===== config.mk =====
export PLATFORM = sky130hd
export DESIGN_NAME = irq_level_encoder
export DESIGN_NICKNAME = d
export VERILOG_FILES = /design/src/rtl/irq_enc_pkg.sv /design/src/rtl/irq_abort_sync.sv /design/src/rtl/irq_dma_latch.sv /design/src/rtl/irq_prio_enc.sv /design/src/rtl/irq_ack_resp.sv /design/src/rtl/irq_level_encoder.sv
export SDC_FILE = /design/constraint.sdc
export NUM_CORES = 1
export LEC_CHECK = 0
export BUFFER_PORTS_ARGS = -buffer_cell sky130_fd_sc_hd__buf_2
export CORE_MARGIN = 2
export CORE_UTILIZATION = 52
export DETAILED_ROUTE_END_ITERATION = 8
export PLACE_DENSITY = 0.82
export SLEW_MARGIN = 20
export SYNTH_ARGS = -nofsm -noshare
export SYNTH_HDL_FRONTEND = slang
export SYNTH_SLANG_ARGS = --single-unit
export TNS_END_PERCENT = 20

===== constraint.sdc =====
create_clock -name clk_i -period 2.7 [get_ports clk_i]
set_input_delay 0.135 -clock clk_i [delete_from_list [all_inputs] [get_ports clk_i]]
set_output_delay 0.135 -clock clk_i [all_outputs]
set_load 0.03 [all_outputs]

===== src/rtl/irq_enc_pkg.sv =====
package irq_enc_pkg;
  localparam int unsigned LVL_W   = 3;
  localparam int unsigned NUM_LVL = 1 << LVL_W;

  localparam logic [LVL_W-1:0] LVL_ABORT = 3'd1;
  localparam logic [LVL_W-1:0] LVL_DMA   = 3'd2;
  localparam logic [LVL_W-1:0] LVL_SCSI  = 3'd3;
  localparam logic [LVL_W-1:0] LVL_FDC   = 3'd4;
  localparam logic [LVL_W-1:0] LVL_TMR   = 3'd5;
  localparam logic [LVL_W-1:0] LVL_PORT  = 3'd7;

  typedef enum logic [1:0] {
    ACK_SPUR = 2'd0,
    ACK_AUTO = 2'd1,
    ACK_DMA  = 2'd2,
    ACK_PIT  = 2'd3
  } ack_mode_e;

  // Response style per level, before the pending check
  function automatic ack_mode_e lvl_mode(input logic [LVL_W-1:0] lvl, input logic dma_vec_sel);
    ack_mode_e m;
    unique case (lvl)
      LVL_ABORT, LVL_SCSI, LVL_FDC: m = ACK_AUTO;
      LVL_DMA:                      m = dma_vec_sel ? ACK_DMA : ACK_AUTO;
      LVL_TMR, LVL_PORT:            m = ACK_PIT;
      default:                      m = ACK_SPUR;
    endcase
    return m;
  endfunction
endpackage


===== src/rtl/irq_abort_sync.sv =====
module irq_abort_sync #(
  parameter int unsigned STAGES = 2
) (
  input  logic clk_i,
  input  logic rst_ni,
  input  logic abort_ni,
  input  logic clr_i,
  output logic pend_o
);
  logic [STAGES-1:0] sync_q;
  logic              hist_q;
  logic              pend_q;
  logic              fall;

  always_ff @(posedge clk_i or negedge rst_ni) begin
    if (!rst_ni) begin
      sync_q <= '1;
      hist_q <= 1'b1;
    end else begin
      sync_q <= {sync_q[STAGES-2:0], abort_ni};
      hist_q <= sync_q[STAGES-1];
    end
  end

  assign fall = hist_q & ~sync_q[STAGES-1];

  // new edge wins over a coincident clear
  always_ff @(posedge clk_i or negedge rst_ni) begin
    if (!rst_ni) pend_q <= 1'b0;
    else         pend_q <= fall | (pend_q & ~clr_i);
  end

  assign pend_o = pend_q | fall;
endmodule


===== src/rtl/irq_dma_latch.sv =====
module irq_dma_latch #(
  parameter int unsigned VEC_W = 8
) (
  input  logic             clk_i,
  input  logic             rst_ni,
  input  logic             req_i,
  input  logic [VEC_W-1:0] vec_i,
  input  logic             clr_i,
  output logic             pend_o,
  output logic [VEC_W-1:0] vec_o
);
  logic             req_q;
  logic             pend_q;
  logic [VEC_W-1:0] vec_q;
  logic             rise;

  assign rise = req_i & ~req_q;

  always_ff @(posedge clk_i or negedge rst_ni) begin
    if (!rst_ni) begin
      req_q  <= 1'b0;
      pend_q <= 1'b0;
      vec_q  <= '0;
    end else begin
      req_q  <= req_i;
      pend_q <= rise | (pend_q & ~clr_i);
      if (rise) vec_q <= vec_i;
    end
  end

  assign pend_o = pend_q | rise;
  assign vec_o  = rise ? vec_i : vec_q;
endmodule


===== src/rtl/irq_prio_enc.sv =====
module irq_prio_enc
  import irq_enc_pkg::*;
(
  input  logic               clk_i,
  input  logic               rst_ni,
  input  logic [NUM_LVL-1:0] pend_i,
  input  logic               hold_i,
  output logic [LVL_W-1:0]   lvl_o
);
  logic [LVL_W-1:0] nxt;

  always_comb begin
    nxt = '0;
    for (int i = 0; i < NUM_LVL; i++) begin
      if (pend_i[i]) nxt = LVL_W'(i);
    end
  end

  always_ff @(posedge clk_i or negedge rst_ni) begin
    if (!rst_ni)      lvl_o <= '0;
    else if (!hold_i) lvl_o <= nxt;
  end
endmodule


===== src/rtl/irq_ack_resp.sv =====
module irq_ack_resp
  import irq_enc_pkg::*;
#(
  parameter int unsigned    VEC_W    = 8,
  parameter logic [VEC_W-1:0] SPUR_VEC = 8'h18
) (
  input  logic               clk_i,
  input  logic               rst_ni,
  input  logic               iack_i,
  input  logic [LVL_W-1:0]   lvl_i,
  input  logic [NUM_LVL-1:0] pend_i,
  input  logic               dma_vec_sel_i,
  input  logic [VEC_W-1:0]   dma_vec_i,
  input  logic [VEC_W-1:0]   pit_vec_i,
  output logic               accept_o,
  output logic               done_o,
  output logic               avec_o,
  output logic [VEC_W-1:0]   vec_o
);
  logic             busy_q;
  ack_mode_e        mode;
  logic             nxt_avec;
  logic [VEC_W-1:0] nxt_vec;

  assign accept_o = iack_i & ~busy_q;
  assign mode     = pend_i[lvl_i] ? lvl_mode(lvl_i, dma_vec_sel_i) : ACK_SPUR;

  always_comb begin
    nxt_avec = 1'b0;
    nxt_vec  = '0;
    unique case (mode)
      ACK_AUTO: nxt_avec = 1'b1;
      ACK_DMA:  nxt_vec  = dma_vec_i;
      ACK_PIT:  nxt_vec  = pit_vec_i;
      default:  nxt_vec  = SPUR_VEC;
    endcase
  end

  always_ff @(posedge clk_i or negedge rst_ni) begin
    if (!rst_ni) begin
      busy_q <= 1'b0;
      done_o <= 1'b0;
      avec_o <= 1'b0;
      vec_o  <= '0;
    end else begin
      busy_q <= iack_i;
      done_o <= accept_o;
      avec_o <= accept_o & nxt_avec;
      vec_o  <= accept_o ? nxt_vec : '0;
    end
  end
endmodule


===== src/rtl/irq_level_encoder.sv =====
module irq_level_encoder
  import irq_enc_pkg::*;
#(
  parameter int unsigned      VEC_W       = 8,
  parameter int unsigned      SYNC_STAGES = 2,
  parameter logic [VEC_W-1:0] SPUR_VEC    = 8'h18
) (
  input  logic             clk_i,
  input  logic             rst_ni,
  input  logic             abort_ni,
  input  logic             dma_req_i,
  input  logic [VEC_W-1:0] dma_vec_i,
  input  logic             scsi_req_i,
  input  logic             fdc_req_i,
  input  logic             tmr_req_i,
  input  logic             port_req_i,
  input  logic [VEC_W-1:0] pit_vec_i,
  input  logic             dma_vec_sel_i,
  input  logic             iack_i,
  input  logic [2:0]       iack_lvl_i,
  output logic [2:0]       ipl_o,
  output logic             avec_o,
  output logic [VEC_W-1:0] vec_o,
  output logic             iack_done_o
);
  logic               accept;
  logic               abort_pend, dma_pend;
  logic [VEC_W-1:0]   dma_vec;
  logic [NUM_LVL-1:0] pend;

  irq_abort_sync #(.STAGES(SYNC_STAGES)) u_abort (
    .clk_i    (clk_i),
    .rst_ni   (rst_ni),
    .abort_ni (abort_ni),
    .clr_i    (accept && iack_lvl_i == LVL_ABORT),
    .pend_o   (abort_pend)
  );

  irq_dma_latch #(.VEC_W(VEC_W)) u_dma (
    .clk_i  (clk_i),
    .rst_ni (rst_ni),
    .req_i  (dma_req_i),
    .vec_i  (dma_vec_i),
    .clr_i  (accept && iack_lvl_i == LVL_DMA),
    .pend_o (dma_pend),
    .vec_o  (dma_vec)
  );

  always_comb begin
    pend            = '0;
    pend[LVL_ABORT] = abort_pend;
    pend[LVL_DMA]   = dma_pend;
    pend[LVL_SCSI]  = scsi_req_i;
    pend[LVL_FDC]   = fdc_req_i;
    pend[LVL_TMR]   = tmr_req_i;
    pend[LVL_PORT]  = port_req_i;
  end

  irq_prio_enc u_enc (
    .clk_i  (clk_i),
    .rst_ni (rst_ni),
    .pend_i (pend),
    .hold_i (iack_i),
    .lvl_o  (ipl_o)
  );

  irq_ack_resp #(.VEC_W(VEC_W), .SPUR_VEC(SPUR_VEC)) u_ack (
    .clk_i         (clk_i),
    .rst_ni        (rst_ni),
    .iack_i        (iack_i),
    .lvl_i         (iack_lvl_i),
    .pend_i        (pend),
    .dma_vec_sel_i (dma_vec_sel_i),
    .dma_vec_i     (dma_vec),
    .pit_vec_i     (pit_vec_i),
    .accept_o      (accept),
    .done_o        (iack_done_o),
    .avec_o        (avec_o),
    .vec_o         (vec_o)
  );
endmodule


# After elaboration in Yosys (flattened, before gate mapping)
# Index checks and enable logic that the tools add are counted.
[op_classes]
n_lt_le_gt_ge = 1
n_eq_ne = 9
muxes = 15
bitwise = 15
n_reduce_logical = 4
[ops]
columns = ["operator", "count"]
rows = [
  ["one-hot mux 8 bit (3 select lines)", 1],
  ["2-to-1 mux 8 bit", 2],
  ["2-to-1 mux 3 bit", 5],
  ["equality test 3 bit, second input constant", 3],
  ["bitwise AND 1 bit", 6],
  ["equality test 3 x 2 -> 1 bit, second input constant", 2],
  ["one-hot mux 2 bit (3 select lines)", 1],
  ["NOT 1 bit", 5],
  ["equality test 2 bit, second input constant", 2],
  ["< comparator 3 x 4 -> 1 bit, second input constant", 1],
  ["2-to-1 mux 2 bit", 2],
  ["bitwise OR 1 bit", 4],
  ["binary-select mux 1 bit (select 3 bit)", 1],
  ["equality test 3 x 1 -> 1 bit, second input constant", 1],
  ["2-to-1 mux 1 bit", 3],
  ["OR reduction 3 bit", 1],
  ["equality test 2 x 1 -> 1 bit, second input constant", 1],
  ["logical AND 1 bit", 2],
  ["OR reduction 2 bit", 1],
]
[word_totals]
reg_bits = 28
inputBits = 29
output_inout_bits = 13

# Longest topological paths before layout
[depth]
depth_word = 9
mapped_depth = 6
mapped_depth_nobuf = 4

# Hierarchy
# From an unflattened synthesis, not the netlist that was laid out.
[unflattened]
hier_cells = 111
hier_area_um2 = 1372.6
[modules_own_cells]
columns = ["module", "n_inst", "cells_each", "area_per_inst_um2", "seq_area_each_um2"]
rows = [
  ["irq_ack_resp", 1, 59, 651.9, 275.3],
  ["irq_dma_latch", 1, 23, 407.9, 250.2],
  ["irq_prio_enc", 1, 18, 161.4, 75.1],
  ["irq_abort_sync", 1, 8, 122.6, 103.8],
  ["irq_level_encoder", 1, 3, 28.8, 0.0],
]

# Worst setup path after synthesis
# Ideal clock, no wire load.
[synth_timing]
kind = "register -> register"
start = "register u_dma.req_q"
end = "register u_ack.vec_o[4]"
setup_time_ns = 0.119
arrival_time_ns = 1.286
path_slack_ns = 1.295
path_stages_with_launch = 6
path_buffers = 1
period_less_slack_ns = 1.405
cell_sequence = "dfrtp_1 -> nor2b_4 -> buf_6 -> mux2_4 -> a32o_1 -> o21a_1"
[synth_via]
word_cells_on_any_way = 12
cone_classes = "3 x eq/ne; 6 x mux; 3 x bitwise"
[synth_rtl]
columns = ["item", "line", "source"]
rows = [
  ["start: declaration", "irq_dma_latch.sv:12", "logic req_q;"],
  ["start signal: assignment", "irq_dma_latch.sv:25", "req_q <= req_i;"],
  ["NOT 1 bit", "irq_dma_latch.sv:17", "assign rise = req_i & ~req_q;"],
  ["bitwise AND 1 bit", "irq_dma_latch.sv:17", ""],
  ["2-to-1 mux 8 bit", "-", ""],
  ["named net dma_vec[4]", "irq_level_encoder.sv:28", "logic [VEC_W-1:0] dma_vec;"],
  ["one-hot mux 8 bit (3 select lines)", "irq_ack_resp.sv:31", "unique case (mode)"],
  ["2-to-1 mux 8 bit", "irq_ack_resp.sv:49", "vec_o <= accept_o ? nxt_vec : '0;"],
  ["end signal: assignment", "irq_ack_resp.sv:49", ""],
  ["end: declaration", "irq_ack_resp.sv:18", "output logic [VEC_W-1:0] vec_o"],
]
# The timed path passes the listed nets, and every way through them passes these cells. The select of a mux whose other input is x is not followed.
# A chain may end at the register's enable or synchronous reset.

# Worst setup path after layout
[layout_timing]
start = "input dma_req_i"
end = "register u_ack.vec_o[3]"
[layout_via]
elab_chain_len = 8
word_cells_on_any_way = 11
cone_classes = "3 x eq/ne; 6 x mux; 2 x bitwise"
[layout_lines]
columns = ["item", "line", "source"]
rows = [
  ["start: declaration", "irq_level_encoder.sv:11", "input logic dma_req_i,"],
  ["bitwise AND 1 bit *", "irq_dma_latch.sv:17", ""],
  ["bitwise OR 1 bit", "irq_dma_latch.sv:31", "assign pend_o = pend_q | rise;"],
  ["binary-select mux 1 bit (select 3 bit)", "irq_ack_resp.sv:26", "assign mode = pend_i[lvl_i] ? lvl_mode(lvl_i, dma_vec_sel_i) : ACK_SPUR;"],
  ["2-to-1 mux 1 bit (not written as such)", "irq_ack_resp.sv:26", ""],
  ["2-to-1 mux 2 bit", "irq_ack_resp.sv:26", ""],
  ["equality test 2 bit or equality test 2 x 1 -> 1 bit (tied branches)", "irq_ack_resp.sv:31", ""],
  ["one-hot mux 8 bit (3 select lines) *", "irq_ack_resp.sv:31", ""],
  ["2-to-1 mux 8 bit *", "irq_ack_resp.sv:49", ""],
]
# Every way passes the cells marked *; elsewhere a longest branch is shown, timed or not. The select of a mux whose other input is x is not followed.

==> results.sh <==
export IMPL_die_h_um=52.6
export IMPL_timing_rr_start="u_dma.req_q$_DFF_PN0_"
export IMPL_drt_total_wl_mm=2.45
export IMPL_grt_pass1_vias=896
export IMPL_synth_compound_area_share_pct=15.8
export IMPL_nets=171
export IMPL_drive_above_1_share_pct=43.3
export IMPL_fillers=171
export IMPL_status="completed"
export IMPL_rr_worst_depth=4
export IMPL_critical_path_class="in -> reg"
export IMPL_yosysWarningCount=0
export IMPL_root_buffer="clkbuf_4"
export IMPL_clockBufferDepth=2
export IMPL_antenna_cells=0
export IMPL_yosysSeqAreaShare_pct=57.4
export IMPL_end_kind="flop"
export IMPL_synthesis_nets=128
export IMPL_cts_sinks=28
export IMPL_power_density_nw_per_um2=536
export IMPL_cts_hold_buf=4
export IMPL_synth_top_cell_area_share_pct=51.0
export IMPL_synth_area_leader_cell="dfrtp_1"
export IMPL_power_total_uw=800
export IMPL_hold_path_depth=2
export IMPL_dp_hpwl_mm=1.77
export IMPL_drcViolationCount=0
export IMPL_hold_viol_final=0
export IMPL_cp_required_ps=2930
export IMPL_clk_insertion_delay_late_ps=320
export IMPL_drtIter0Drc=19
export IMPL_regArea_um2=704
export IMPL_avgSynthCellArea_um2=12.4
export IMPL_path_clk_slew_ps=140
export IMPL_ys_ff_latch=28
export IMPL_vias=959
export IMPL_worstMarginPinSlew_ps=587
export IMPL_stdcell_area_um2=1490
export IMPL_synthDistinctLibCells=34
export IMPL_tns_ps=0
export IMPL_period_minus_slack_ps=1660
export IMPL_rr_endpoint="u_ack.vec_o[3]$_DFF_PN0_"
export IMPL_r2r_slack_ps=1090
export IMPL_synthTopCellsByArea="dfrtp_1 (51%), mux2_2 (7.3%), dfstp_2 (6.4%)"
export IMPL_synth_most_common_cell="dfrtp_1"
export IMPL_grt_util_all_layers_pct=19.9
export IMPL_drv_slew=0
export IMPL_synth_simple_area_share_pct=12.1
export IMPL_postSynthCellCount=99
export IMPL_period_share_pct=61.3
export IMPL_drv_cap=0
export IMPL_multi_input_area_um2=448
export IMPL_cts_tree="done"
export IMPL_numCtsBuffers=3
export IMPL_worstHoldPathType="in -> reg"
export IMPL_post_cts_buffers=0
export IMPL_grt_antenna_before_repair=0
export IMPL_skew_ps=6.36
export IMPL_grt_pass1_wl_mm=4.02
export IMPL_min_from="dma_vec_i[0]"
export IMPL_pre_cts_slack_ps=1110
export IMPL_synth_top_family_by_area="compound AO/OA/AOI/OAI gates"
export IMPL_synth_xor_area_share_pct=0
export IMPL_place_inst=161
export IMPL_cts_resized=0
export IMPL_synth_common_cells="dfrtp_1 (25), nor3_1 (9), mux2_2 (8)"
export IMPL_async_flop_share_pct=100
export IMPL_start_kind="input pin"
export IMPL_place_gp_congestion=0.803
export IMPL_core_rowCount=17
export IMPL_utilization_pct=67.4
export IMPL_maxSlewHeadroom_pct=60.9
export IMPL_port_buffers=41
export IMPL_p_leak_nw=0.703
export IMPL_timing_hold_ws_ps=52.4
export IMPL_hold_end="u_dma.vec_q[0]$_DFF_PN0_"
export IMPL_dieArea_um2=2760
export IMPL_place_area_um2=1420
export IMPL_ant_nets=0
export IMPL_pin_count=42
export IMPL_htree_levels=1
export IMPL_finalSetupViolations=0
export IMPL_area_growth_pct=21.6
export IMPL_vias_per_cell=5.67
export IMPL_gr_total_overflow=0
export IMPL_synth_area_um2=1230
export IMPL_die_w_um=52.6
export IMPL_coreArea_um2=2210
export IMPL_layout_setup_ws_ps=1040
export IMPL_firstDrtPassIters=4
export IMPL_synth_fa_ha_area_share_pct=0
export IMPL_ir_drop_mv=0.399
export IMPL_crit_fanout=12
export IMPL_synth_edf_count=0
export IMPL_cp_arrival_ps=1880
export IMPL_muxShareOfSynthArea_pct=8.57
export IMPL_wire_per_inst_um=14.5
export IMPL_start_util_pct=55.4
export IMPL_fmax_ghz=0.604
export IMPL_final_cell_count_no_fill=169
export IMPL_rsz0062_at_grt="false"
export IMPL_grt_max_degree=29
export IMPL_synthFlopType="dfrtp_1"
## state kept, by name (all words and copies together) (netlist names)
signal / cells
u_ack.done_o: 1
u_ack.avec_o: 1
u_abort.hist_q: 1
u_abort.sync_q: 2
u_abort.pend_q: 1
u_dma.req_q: 1
u_ack.busy_q: 1
u_dma.vec_q: 8
u_enc.lvl_o: 3
u_dma.pend_q: 1
u_ack.vec_o: 8
## worst max-delay path by stage
stage | startpoint | end | depth (start not counted)
after floorplan | u_dma.req_q$_DFF_PN0_ | u_ack.vec_o[4]$_DFF_PN0_ | 5
after global placement | u_dma.req_q$_DFF_PN0_ | u_ack.vec_o[3]$_DFF_PN0_ | 4
after detailed placement | u_dma.req_q$_DFF_PN0_ | u_ack.vec_o[4]$_DFF_PN0_ | 4
after CTS | dma_req_i | u_ack.vec_o[3]$_DFF_PN0_ | 6
after global routing | dma_req_i | u_ack.vec_o[0]$_DFF_PN0_ | 6
final | dma_req_i | u_ack.vec_o[3]$_DFF_PN0_ | 6
## cell type report
cell class | instances | share of cell area, %
flip-flops and latches | 28 | 47.2
clock buffers | 4 | 2.43
repair buffers | 45 | 16.4
well taps | 28 | 2.35
multi-input cells | 58 | 30.0
inverters | 6 | 1.51
## placed cells by master, fill, tap and decap left out, types with 2 or more instances in the layout
cell type,count
a32o_1,2
clkbuf_4,3
buf_2,41
dlygate4sd3_1,4
nor3_1,9
nor2_1,2
mux2_2,8
a21oi_1,4
dfstp_2,3
o21a_1,2
a32oi_1,6
dfrtp_1,25
nand2b_1,2
nor3b_1,2
nor2b_1,3
inv_1,6
nand2_1,2
## where the power goes
| part | internal (mW) | switching (mW) |
|---|---|---|
| logic | 0.0608 | 0.0798 |
| clock network | 0.0825 | 0.115 |
| registers | 0.451 | 0.0105 |
| total | 0.595 | 0.205 |
## worst max-delay path: stages
cell and delay [ps]:
dlygate4sd3_1 510, buf_2 110, nor2b_4 350, o311ai_0 180
o22a_1 360, o21a_1 240
## cell families (layout without fill, tap and decap cells)
group           Yosys count  in the layout
compound gates           24             24
buf+inv                  13             55
mux                       9              9
simple gates             25             25
flops                    28             28
## per-layer routing
layer / global-route usage, % / vias up / share of wire, %
met5: 0 / - / 0
met4: 8.12 / 0 / 1.2
met3: 2.57 / 6 / 4.5
met2: 34.0 / 34 / 51
met1: 25.4 / 475 / 43
li1: - / 444 / -
No activity file was read; power rests on OpenSTA's default activity.
